--- src/rtl/aclink_rx_pkg.sv ---
package aclink_rx_pkg;
  localparam int TAG_W      = 16;
  localparam int SLOT_W     = 20;
  localparam int N_SLOTS    = 12;
  localparam int FRAME_BITS = TAG_W + N_SLOTS * SLOT_W;
  localparam int SIDX_W     = $clog2(N_SLOTS + 2);
  localparam int MODE_W     = 2;
  localparam int N_CH       = 4;

  localparam logic [MODE_W-1:0] MODE_PRI  = 2'd0;
  localparam logic [MODE_W-1:0] MODE_SEC1 = 2'd1;
  localparam logic [MODE_W-1:0] MODE_SEC2 = 2'd2;
  localparam logic [MODE_W-1:0] MODE_SEC3 = 2'd3;

  // channel order: 0 command address, 1 command data, 2 left, 3 right
  localparam int CH_CADDR = 0;
  localparam int CH_CDATA = 1;
  localparam int CH_LEFT  = 2;
  localparam int CH_RIGHT = 3;

  typedef enum logic {ST_IDLE, ST_RECV} fr_state_e;

  // slot number carrying a channel for a given codec role
  function automatic logic [SIDX_W-1:0] ch_slot(input logic [MODE_W-1:0] m, input int ch);
    logic [SIDX_W-1:0] s;
    s = '0;
    case (ch)
      CH_CADDR: s = SIDX_W'(1);
      CH_CDATA: s = SIDX_W'(2);
      CH_LEFT: begin
        case (m)
          MODE_SEC2: s = SIDX_W'(7);
          MODE_SEC3: s = SIDX_W'(6);
          default:   s = SIDX_W'(3);
        endcase
      end
      default: begin
        case (m)
          MODE_SEC2: s = SIDX_W'(8);
          MODE_SEC3: s = SIDX_W'(9);
          default:   s = SIDX_W'(4);
        endcase
      end
    endcase
    return s;
  endfunction
endpackage

--- src/rtl/aclink_rx_framer.sv ---
module aclink_rx_framer
  import aclink_rx_pkg::*;
#(
  parameter int TAG_BITS  = TAG_W,
  parameter int SLOT_BITS = SLOT_W,
  parameter int SLOTS     = N_SLOTS
) (
  input  logic              clk,
  input  logic              rst_n,
  input  logic              sync_i,
  input  logic              sdata_i,
  output logic              bit_stb_o,
  output logic              bit_o,
  output logic [SIDX_W-1:0] slot_o,
  output logic              start_o,
  output logic              done_o,
  output logic              abort_o
);
  localparam int LONGEST = (TAG_BITS > SLOT_BITS) ? TAG_BITS : SLOT_BITS;
  localparam int POS_W   = $clog2(LONGEST);

  fr_state_e         st_q, st_d;
  logic              sd_q, sync_q, sync_rise, in_frame, slot_end, last;
  logic [POS_W-1:0]  pos_q;
  logic [SIDX_W-1:0] slot_q;

  // serial data captured on the falling edge
  always_ff @(negedge clk or negedge rst_n) begin
    if (!rst_n) sd_q <= 1'b0;
    else        sd_q <= sdata_i;
  end

  always_ff @(posedge clk or negedge rst_n) begin
    if (!rst_n) sync_q <= 1'b0;
    else        sync_q <= sync_i;
  end

  assign sync_rise = sync_i & ~sync_q;
  assign in_frame  = (st_q == ST_RECV);
  assign slot_end  = (slot_q == '0) ? (pos_q == POS_W'(TAG_BITS - 1))
                                    : (pos_q == POS_W'(SLOT_BITS - 1));
  assign last      = in_frame && (slot_q == SIDX_W'(SLOTS)) && slot_end;
  assign start_o   = sync_rise && (!in_frame || last);
  assign abort_o   = sync_rise && in_frame && !last;

  always_comb begin
    st_d = st_q;
    if (start_o)                 st_d = ST_RECV;
    else if (abort_o || last)    st_d = ST_IDLE;
  end

  always_ff @(posedge clk or negedge rst_n) begin
    if (!rst_n) begin
      st_q   <= ST_IDLE;
      pos_q  <= '0;
      slot_q <= '0;
    end else begin
      st_q <= st_d;
      if (start_o) begin
        pos_q  <= '0;
        slot_q <= '0;
      end else if (in_frame) begin
        if (slot_end) begin
          pos_q  <= '0;
          slot_q <= slot_q + 1'b1;
        end else begin
          pos_q  <= pos_q + 1'b1;
        end
      end
    end
  end

  assign bit_stb_o = in_frame;
  assign bit_o     = sd_q;
  assign slot_o    = slot_q;
  assign done_o    = last;
endmodule

--- src/rtl/aclink_rx_capture.sv ---
module aclink_rx_capture
  import aclink_rx_pkg::*;
(
  input  logic                         clk,
  input  logic                         rst_n,
  input  logic                         bit_stb_i,
  input  logic                         bit_i,
  input  logic [SIDX_W-1:0]            slot_i,
  input  logic                         start_i,
  input  logic [MODE_W-1:0]            strap_i,
  output logic [MODE_W-1:0]            mode_o,
  output logic [TAG_W-1:0]             tag_o,
  output logic [N_CH-1:0][SLOT_W-1:0]  ch_o
);
  logic [MODE_W-1:0] mode_q;
  logic [TAG_W-1:0]  tag_q;

  always_ff @(posedge clk or negedge rst_n) begin
    if (!rst_n)       mode_q <= MODE_PRI;
    else if (start_i) mode_q <= strap_i;
  end

  always_ff @(posedge clk or negedge rst_n) begin
    if (!rst_n)                          tag_q <= '0;
    else if (bit_stb_i && slot_i == '0)  tag_q <= {tag_q[TAG_W-2:0], bit_i};
  end

  for (genvar c = 0; c < N_CH; c++) begin : g_ch
    logic [SIDX_W-1:0] tgt;
    logic [SLOT_W-1:0] sh_q;
    assign tgt = ch_slot(mode_q, c);
    always_ff @(posedge clk or negedge rst_n) begin
      if (!rst_n)                         sh_q <= '0;
      else if (bit_stb_i && slot_i == tgt) sh_q <= {sh_q[SLOT_W-2:0], bit_i};
    end
    assign ch_o[c] = sh_q;
  end

  assign mode_o = mode_q;
  assign tag_o  = tag_q;
endmodule

--- src/rtl/aclink_rx_decode.sv ---
module aclink_rx_decode
  import aclink_rx_pkg::*;
(
  input  logic                         clk,
  input  logic                         rst_n,
  input  logic                         done_i,
  input  logic [MODE_W-1:0]            mode_i,
  input  logic [TAG_W-1:0]             tag_i,
  input  logic [N_CH-1:0][SLOT_W-1:0]  ch_i,
  output logic [N_CH-1:0]              vld_o,
  output logic [N_CH-1:0][SLOT_W-1:0]  dat_o
);
  localparam int OK_W = 1 << SIDX_W;

  logic [OK_W-1:0] slot_ok;
  logic            fv, id_hit;
  logic [N_CH-1:0] acc;

  always_comb begin
    slot_ok = '0;
    for (int s = 1; s <= N_SLOTS; s++) slot_ok[s] = tag_i[TAG_W-1-s];
  end

  assign fv     = tag_i[TAG_W-1];
  assign id_hit = (tag_i[1:0] == mode_i);

  for (genvar c = 0; c < N_CH; c++) begin : g_acc
    logic [SIDX_W-1:0] sl;
    assign sl = ch_slot(mode_i, c);
    if (c == CH_CADDR || c == CH_CDATA) begin : g_cmd
      assign acc[c] = fv && ((mode_i == MODE_PRI) ? slot_ok[sl] : id_hit);
    end else begin : g_pcm
      assign acc[c] = fv && slot_ok[sl] && ((mode_i == MODE_PRI) || id_hit);
    end

    always_ff @(posedge clk or negedge rst_n) begin
      if (!rst_n) begin
        vld_o[c] <= 1'b0;
        dat_o[c] <= '0;
      end else begin
        vld_o[c] <= done_i && acc[c];
        if (done_i && acc[c]) dat_o[c] <= ch_i[c];
      end
    end
  end
endmodule

--- src/rtl/aclink_rx.sv ---
module aclink_rx
  import aclink_rx_pkg::*;
(
  input  logic              bit_clk,
  input  logic              rst_n,
  input  logic              frm_sync,
  input  logic              frm_sdata,
  input  logic [1:0]        mode_strap,
  output logic              cmd_addr_vld,
  output logic [19:0]       cmd_addr,
  output logic              cmd_data_vld,
  output logic [19:0]       cmd_data,
  output logic              pcm_l_vld,
  output logic [19:0]       pcm_l,
  output logic              pcm_r_vld,
  output logic [19:0]       pcm_r
);
  logic                        bit_stb_w, bit_w, frame_start_w, frame_done_w, frame_abort_w;
  logic [SIDX_W-1:0]           slot_w;
  logic [MODE_W-1:0]           mode_w;
  logic [TAG_W-1:0]            tag_w;
  logic [N_CH-1:0][SLOT_W-1:0] ch_w, dat_w;
  logic [N_CH-1:0]             vld_w;

  aclink_rx_framer u_framer (
    .clk(bit_clk), .rst_n(rst_n), .sync_i(frm_sync), .sdata_i(frm_sdata),
    .bit_stb_o(bit_stb_w), .bit_o(bit_w), .slot_o(slot_w),
    .start_o(frame_start_w), .done_o(frame_done_w), .abort_o(frame_abort_w)
  );

  aclink_rx_capture u_capture (
    .clk(bit_clk), .rst_n(rst_n), .bit_stb_i(bit_stb_w), .bit_i(bit_w),
    .slot_i(slot_w), .start_i(frame_start_w), .strap_i(mode_strap),
    .mode_o(mode_w), .tag_o(tag_w), .ch_o(ch_w)
  );

  aclink_rx_decode u_decode (
    .clk(bit_clk), .rst_n(rst_n), .done_i(frame_done_w), .mode_i(mode_w),
    .tag_i(tag_w), .ch_i(ch_w), .vld_o(vld_w), .dat_o(dat_w)
  );

  assign cmd_addr_vld = vld_w[CH_CADDR];
  assign cmd_addr     = dat_w[CH_CADDR];
  assign cmd_data_vld = vld_w[CH_CDATA];
  assign cmd_data     = dat_w[CH_CDATA];
  assign pcm_l_vld    = vld_w[CH_LEFT];
  assign pcm_l        = dat_w[CH_LEFT];
  assign pcm_r_vld    = vld_w[CH_RIGHT];
  assign pcm_r        = dat_w[CH_RIGHT];
endmodule

--- config.mk ---
export PLATFORM = sky130hd
export DESIGN_NAME = aclink_rx
export DESIGN_NICKNAME = d
export VERILOG_FILES = /design/src/rtl/aclink_rx_pkg.sv /design/src/rtl/aclink_rx_framer.sv /design/src/rtl/aclink_rx_capture.sv /design/src/rtl/aclink_rx_decode.sv /design/src/rtl/aclink_rx.sv
export SDC_FILE = /design/constraint.sdc
export NUM_CORES = 1
export LEC_CHECK = 0
export ABC_CLOCK_PERIOD_IN_PS = 2300
export CAP_MARGIN = 5
export CORE_ASPECT_RATIO = 0.6
export CORE_UTILIZATION = 40
export CTS_CLUSTER_SIZE = 10
export DETAILED_ROUTE_END_ITERATION = 6
export PLACE_DENSITY_LB_ADDON = 0.3
export SYNTH_ARGS = -nofsm -noshare
export SYNTH_HDL_FRONTEND = slang
export SYNTH_SLANG_ARGS = --single-unit
--- constraint.sdc ---
create_clock -name bit_clk -period 2.3 [get_ports bit_clk]
set_clock_uncertainty 0.2 [all_clocks]
set_input_delay 0.23 -clock bit_clk [delete_from_list [all_inputs] [get_ports bit_clk]]
set_output_delay 0.23 -clock bit_clk [all_outputs]
set_load 0.005 [all_outputs]
==> results.sh <==
export IMPL_wl_microns=14700
export IMPL_grt_busiest_layer="met2"
export IMPL_start_kind="register"
export IMPL_grt_pass1_vias=4440
export IMPL_diodes=0
export IMPL_finalHoldViolations=0
export IMPL_maxSlewHeadroom=0.474
export IMPL_synth_seq_cells=194
export IMPL_crit_fanout=5
export IMPL_r2r_slack_ns=-0.04
export IMPL_synth_avg_cell_area_sq_um=15.9
export IMPL_grt_pass1_wl_microns=23700
export IMPL_syn_inst=488
export IMPL_drv_slew=0
export IMPL_routed_via_density=4.93
export IMPL_worstMarginPinSlew_ns=0.789
export IMPL_multiInputGateArea_sq_um=2900
export IMPL_cts_tree="built"
export IMPL_fp_dieH_microns=110
export IMPL_first_pass_iters=4
export IMPL_max_cap_violations=0
export IMPL_critPathArrivalTime_ns=2.45
export IMPL_portBuffers=89
export IMPL_h_tree_depth=4
export IMPL_die_area_sq_um=20000
export IMPL_clkTransAtPathRegs_ns=0.07
export IMPL_drc_errors=0
export IMPL_yosysWarnings=0
export IMPL_grtUsageTotal=0.154
export IMPL_critPathTopFamily="simple AND/OR/NAND/NOR gates"
export IMPL_gr_usage_met1=0.216
export IMPL_cpMaxStageDelayCell="dfrtp_1"
export IMPL_violations="negative setup slack"
export IMPL_gp_congestion=0.829
export IMPL_drtAntennaViolNets=0
export IMPL_use_met2=0.227
export IMPL_die_w_microns=182
export IMPL_yosysUniqueCellTypes=42
export IMPL_clockRootBuffer="clkbuf_16"
export IMPL_drt_wirelength_per_cell_microns=17.0
export IMPL_hold_path_depth=1
export IMPL_drt_iter0_drc=172
export IMPL_fin_util=0.525
export IMPL_setup_viol=20
export IMPL_setup_slack_ns=-0.0366
export IMPL_worst_skew_pair_late_latency_ns=0.43
export IMPL_r2r_end="u_decode.dat_o[66]"
export IMPL_seq_area_frac_synth=0.626
export IMPL_crit_type="register to register"
export IMPL_start_util=0.408
export IMPL_min_period_over_period=1.02
export IMPL_grtUsageMet3=0.0484
export IMPL_clock_path_buffers=2
export IMPL_synth_nets=499
export IMPL_path_cells="ha_2 > and4bb_2 > nand3_4 > buf_6 > nor4_4 > buf_6 > clkbuf_16 > mux2_4"
export IMPL_antenna_found_initial=0
export IMPL_r2r_start="u_framer.pos_q[0]"
export IMPL_rsz0062_at_grt="true"
export IMPL_fmax_ghz=0.428
export IMPL_hold_path_class="primary input to register"
export IMPL_leakage_uw=0.00477
export IMPL_required_ns=2.41
export IMPL_slowest_delay_ns=0.37
export IMPL_drive_above_1_share=0.423
export IMPL_hold_slack_ns=0.0957
export IMPL_path_buf_inv=3
export IMPL_post_dp_hpwl_microns=9090
export IMPL_reg2reg_depth=8
export IMPL_core_area_sq_um=19000
export IMPL_ios=90
export IMPL_tns_ns=-0.422
export IMPL_hp_start="frm_sync"
export IMPL_globalRoute_totalOverflow=0
export IMPL_area_delta_synth_final_pct=28.9
export IMPL_fill_cells=1545
export IMPL_cp_common_cell="buf_6"
export IMPL_peakVddDrop_mv=0.492
export IMPL_power_density_nw_per_um2=779
export IMPL_cts_buffers=17
export IMPL_worst_setup_path_end_kind="register"
export IMPL_finalNetCount=618
export IMPL_synth_cell_area_sq_um=7760
export IMPL_via_count=4264
export IMPL_min_to="u_framer.sync_q"
export IMPL_status="finished with violations"
export IMPL_row_count=39
export IMPL_cts_sinks=194
export IMPL_grt_max_degree=133
export IMPL_period_minus_slack_ns=2.34
export IMPL_seq_area_sq_um=4860
==> kinds of logic (layout without fill, tap and decap cells) <==
family,Yosys count,after routing,share of synthesized area
flip-flops,194,194,0.626
multiplexers,182,182,0.283
AND/OR/NAND/NOR,54,55,0.0405
buffers and inverters,28,158,0.0210
AO/OA/AOI/OAI,23,23,0.0195
adder cells (fa/ha/maj),5,5,0.00806
XOR/XNOR,2,2,0.00226
==> per-layer routing <==
metal / vias to the layer above / part of all wire
met5: - / 0
met4: 0 / 0.0094
met3: 11 / 0.051
met2: 77 / 0.43
met1: 2189 / 0.51
li1: 1987 / -
==> cells in the mapped netlist <==
library cell  number  area share
dfrtp_1          193        0.62
mux2_2           139        0.20
mux2_4            40       0.077
buf_2             16       0.010
nand2_1           13      0.0063
nor2_1             8      0.0039
o21ai_0            6      0.0039
a21oi_1            5      0.0032
ha_1               5      0.0081
inv_1              5      0.0024
nand2b_1           5      0.0040
nand3_1            5      0.0032
buf_6              4      0.0058
and2_1             3      0.0024
mux2i_1            3      0.0039
nor3_1             3      0.0019
nor4_1             3      0.0024
a211oi_1           2      0.0019
a21boi_1           2      0.0019
a41oi_1            2      0.0023
buf_4              2      0.0019
nor3b_1            2      0.0019
o211ai_1           2      0.0019
or4_4              2      0.0029
a2bb2oi_1          1      0.0011
a31oi_1            1     0.00081
and4_4             1      0.0015
and4bb_1           1      0.0016
clkbuf_1           1     0.00048
dfrtn_1            1      0.0032
nand3_2            1      0.0013
nand4b_1           1      0.0011
nand4bb_1          1      0.0015
nor2b_1            1     0.00081
nor4b_1            1      0.0011
o2bb2a_1           1      0.0013
o41ai_1            1      0.0011
or2_2              1     0.00081
or3_1              1     0.00081
or4_1              1     0.00097
xnor2_1            1      0.0011
xor2_1             1      0.0011
==> power by group <==
group / total, uW / internal (uW) / switching, uW
combinational: 926 / 473 / 453
sequential: 3850 / 3660 / 199
clock: 3010 / 1640 / 1370
==> state kept, by name, indices dropped and copies added, names as in the netlist <==
register             cells
u_decode.vld_o           4
u_framer.pos_q           5
u_capture.tag_o         16
u_framer.sync_q          1
u_framer.slot_o          4
u_decode.dat_o          80
u_capture.mode_o         2
u_capture.g_ch.sh_q     80
u_framer.bit_stb_o       1
u_framer.bit_o           1
==> stage by stage <==
step	cells	setup WS (ns)	power, uW	area [sq um]
2_1_floorplan	488	0.0536	4400	7760
5_1_grt	865	-0.105	8170	10000
3_3_place_gp	823	0.0211	4690	9130
6_report	865	-0.0366	7790	10000
3_5_place_dp	823	-0.0381	4740	9130
4_1_cts	855	-0.00725	7780	9750
==> cells in the final DEF, fill, tap and decap left out, drive strengths merged, types with 2 or more instances in the layout <==
cell type | netlist | layout
a211oi | 2 | 2
a21boi | 2 | 2
a21oi | 5 | 5
a41oi | 2 | 2
and2 | 3 | 3
buf | 22 | 30
bufinv | 0 | 2
clkbuf | 1 | 20
clkdlybuf4s50 | 0 | 88
clkinv | 0 | 5
clkinvlp | 0 | 3
dfrtp | 193 | 193
ha | 5 | 5
inv | 5 | 9
mux2 | 179 | 179
mux2i | 3 | 3
nand2 | 13 | 13
nand2b | 5 | 5
nand3 | 6 | 6
nor2 | 8 | 8
nor3 | 3 | 3
nor3b | 2 | 2
nor4 | 3 | 3
o211ai | 2 | 2
o21ai | 6 | 6
or4 | 3 | 4
==> area by class of cell <==
type                            count  area share
Inverter                            5     0.00188
Tap cell                          246      0.0308
Clock inverter                     14      0.0178
Sequential cell                   194       0.486
Multi-Input combinational cell    267       0.290
Timing Repair Buffer              122       0.131
Clock buffer                       17      0.0426
==> worst max path at each step <==
stage,start,to,slack (ns),cells past startpoint
floorplan,u_framer.slot_o[0],u_decode.dat_o[0],0.05,7
global placement,u_framer.slot_o[0],u_decode.dat_o[71],0.02,8
detailed placement,u_framer.slot_o[0],u_decode.dat_o[70],-0.04,8
CTS,u_framer.slot_o[0],u_decode.dat_o[51],-0.007,8
global route,u_framer.pos_q[0],u_decode.dat_o[77],-0.11,8
finish,u_framer.pos_q[0],u_decode.dat_o[66],-0.04,8
==> what timing repair did <==
action | 4_1_cts | 5_1_grt
setup endpoints to repair | 25 | 79
pin swaps | 0 | 6
gates resized for setup | 2 | 35
cloned | 0 | 4
hold buffers | 1 | 0
setup buffers | 0 | 6
hold endpoints to repair | 193 | 0
Power figures use the tool's default switching activity.
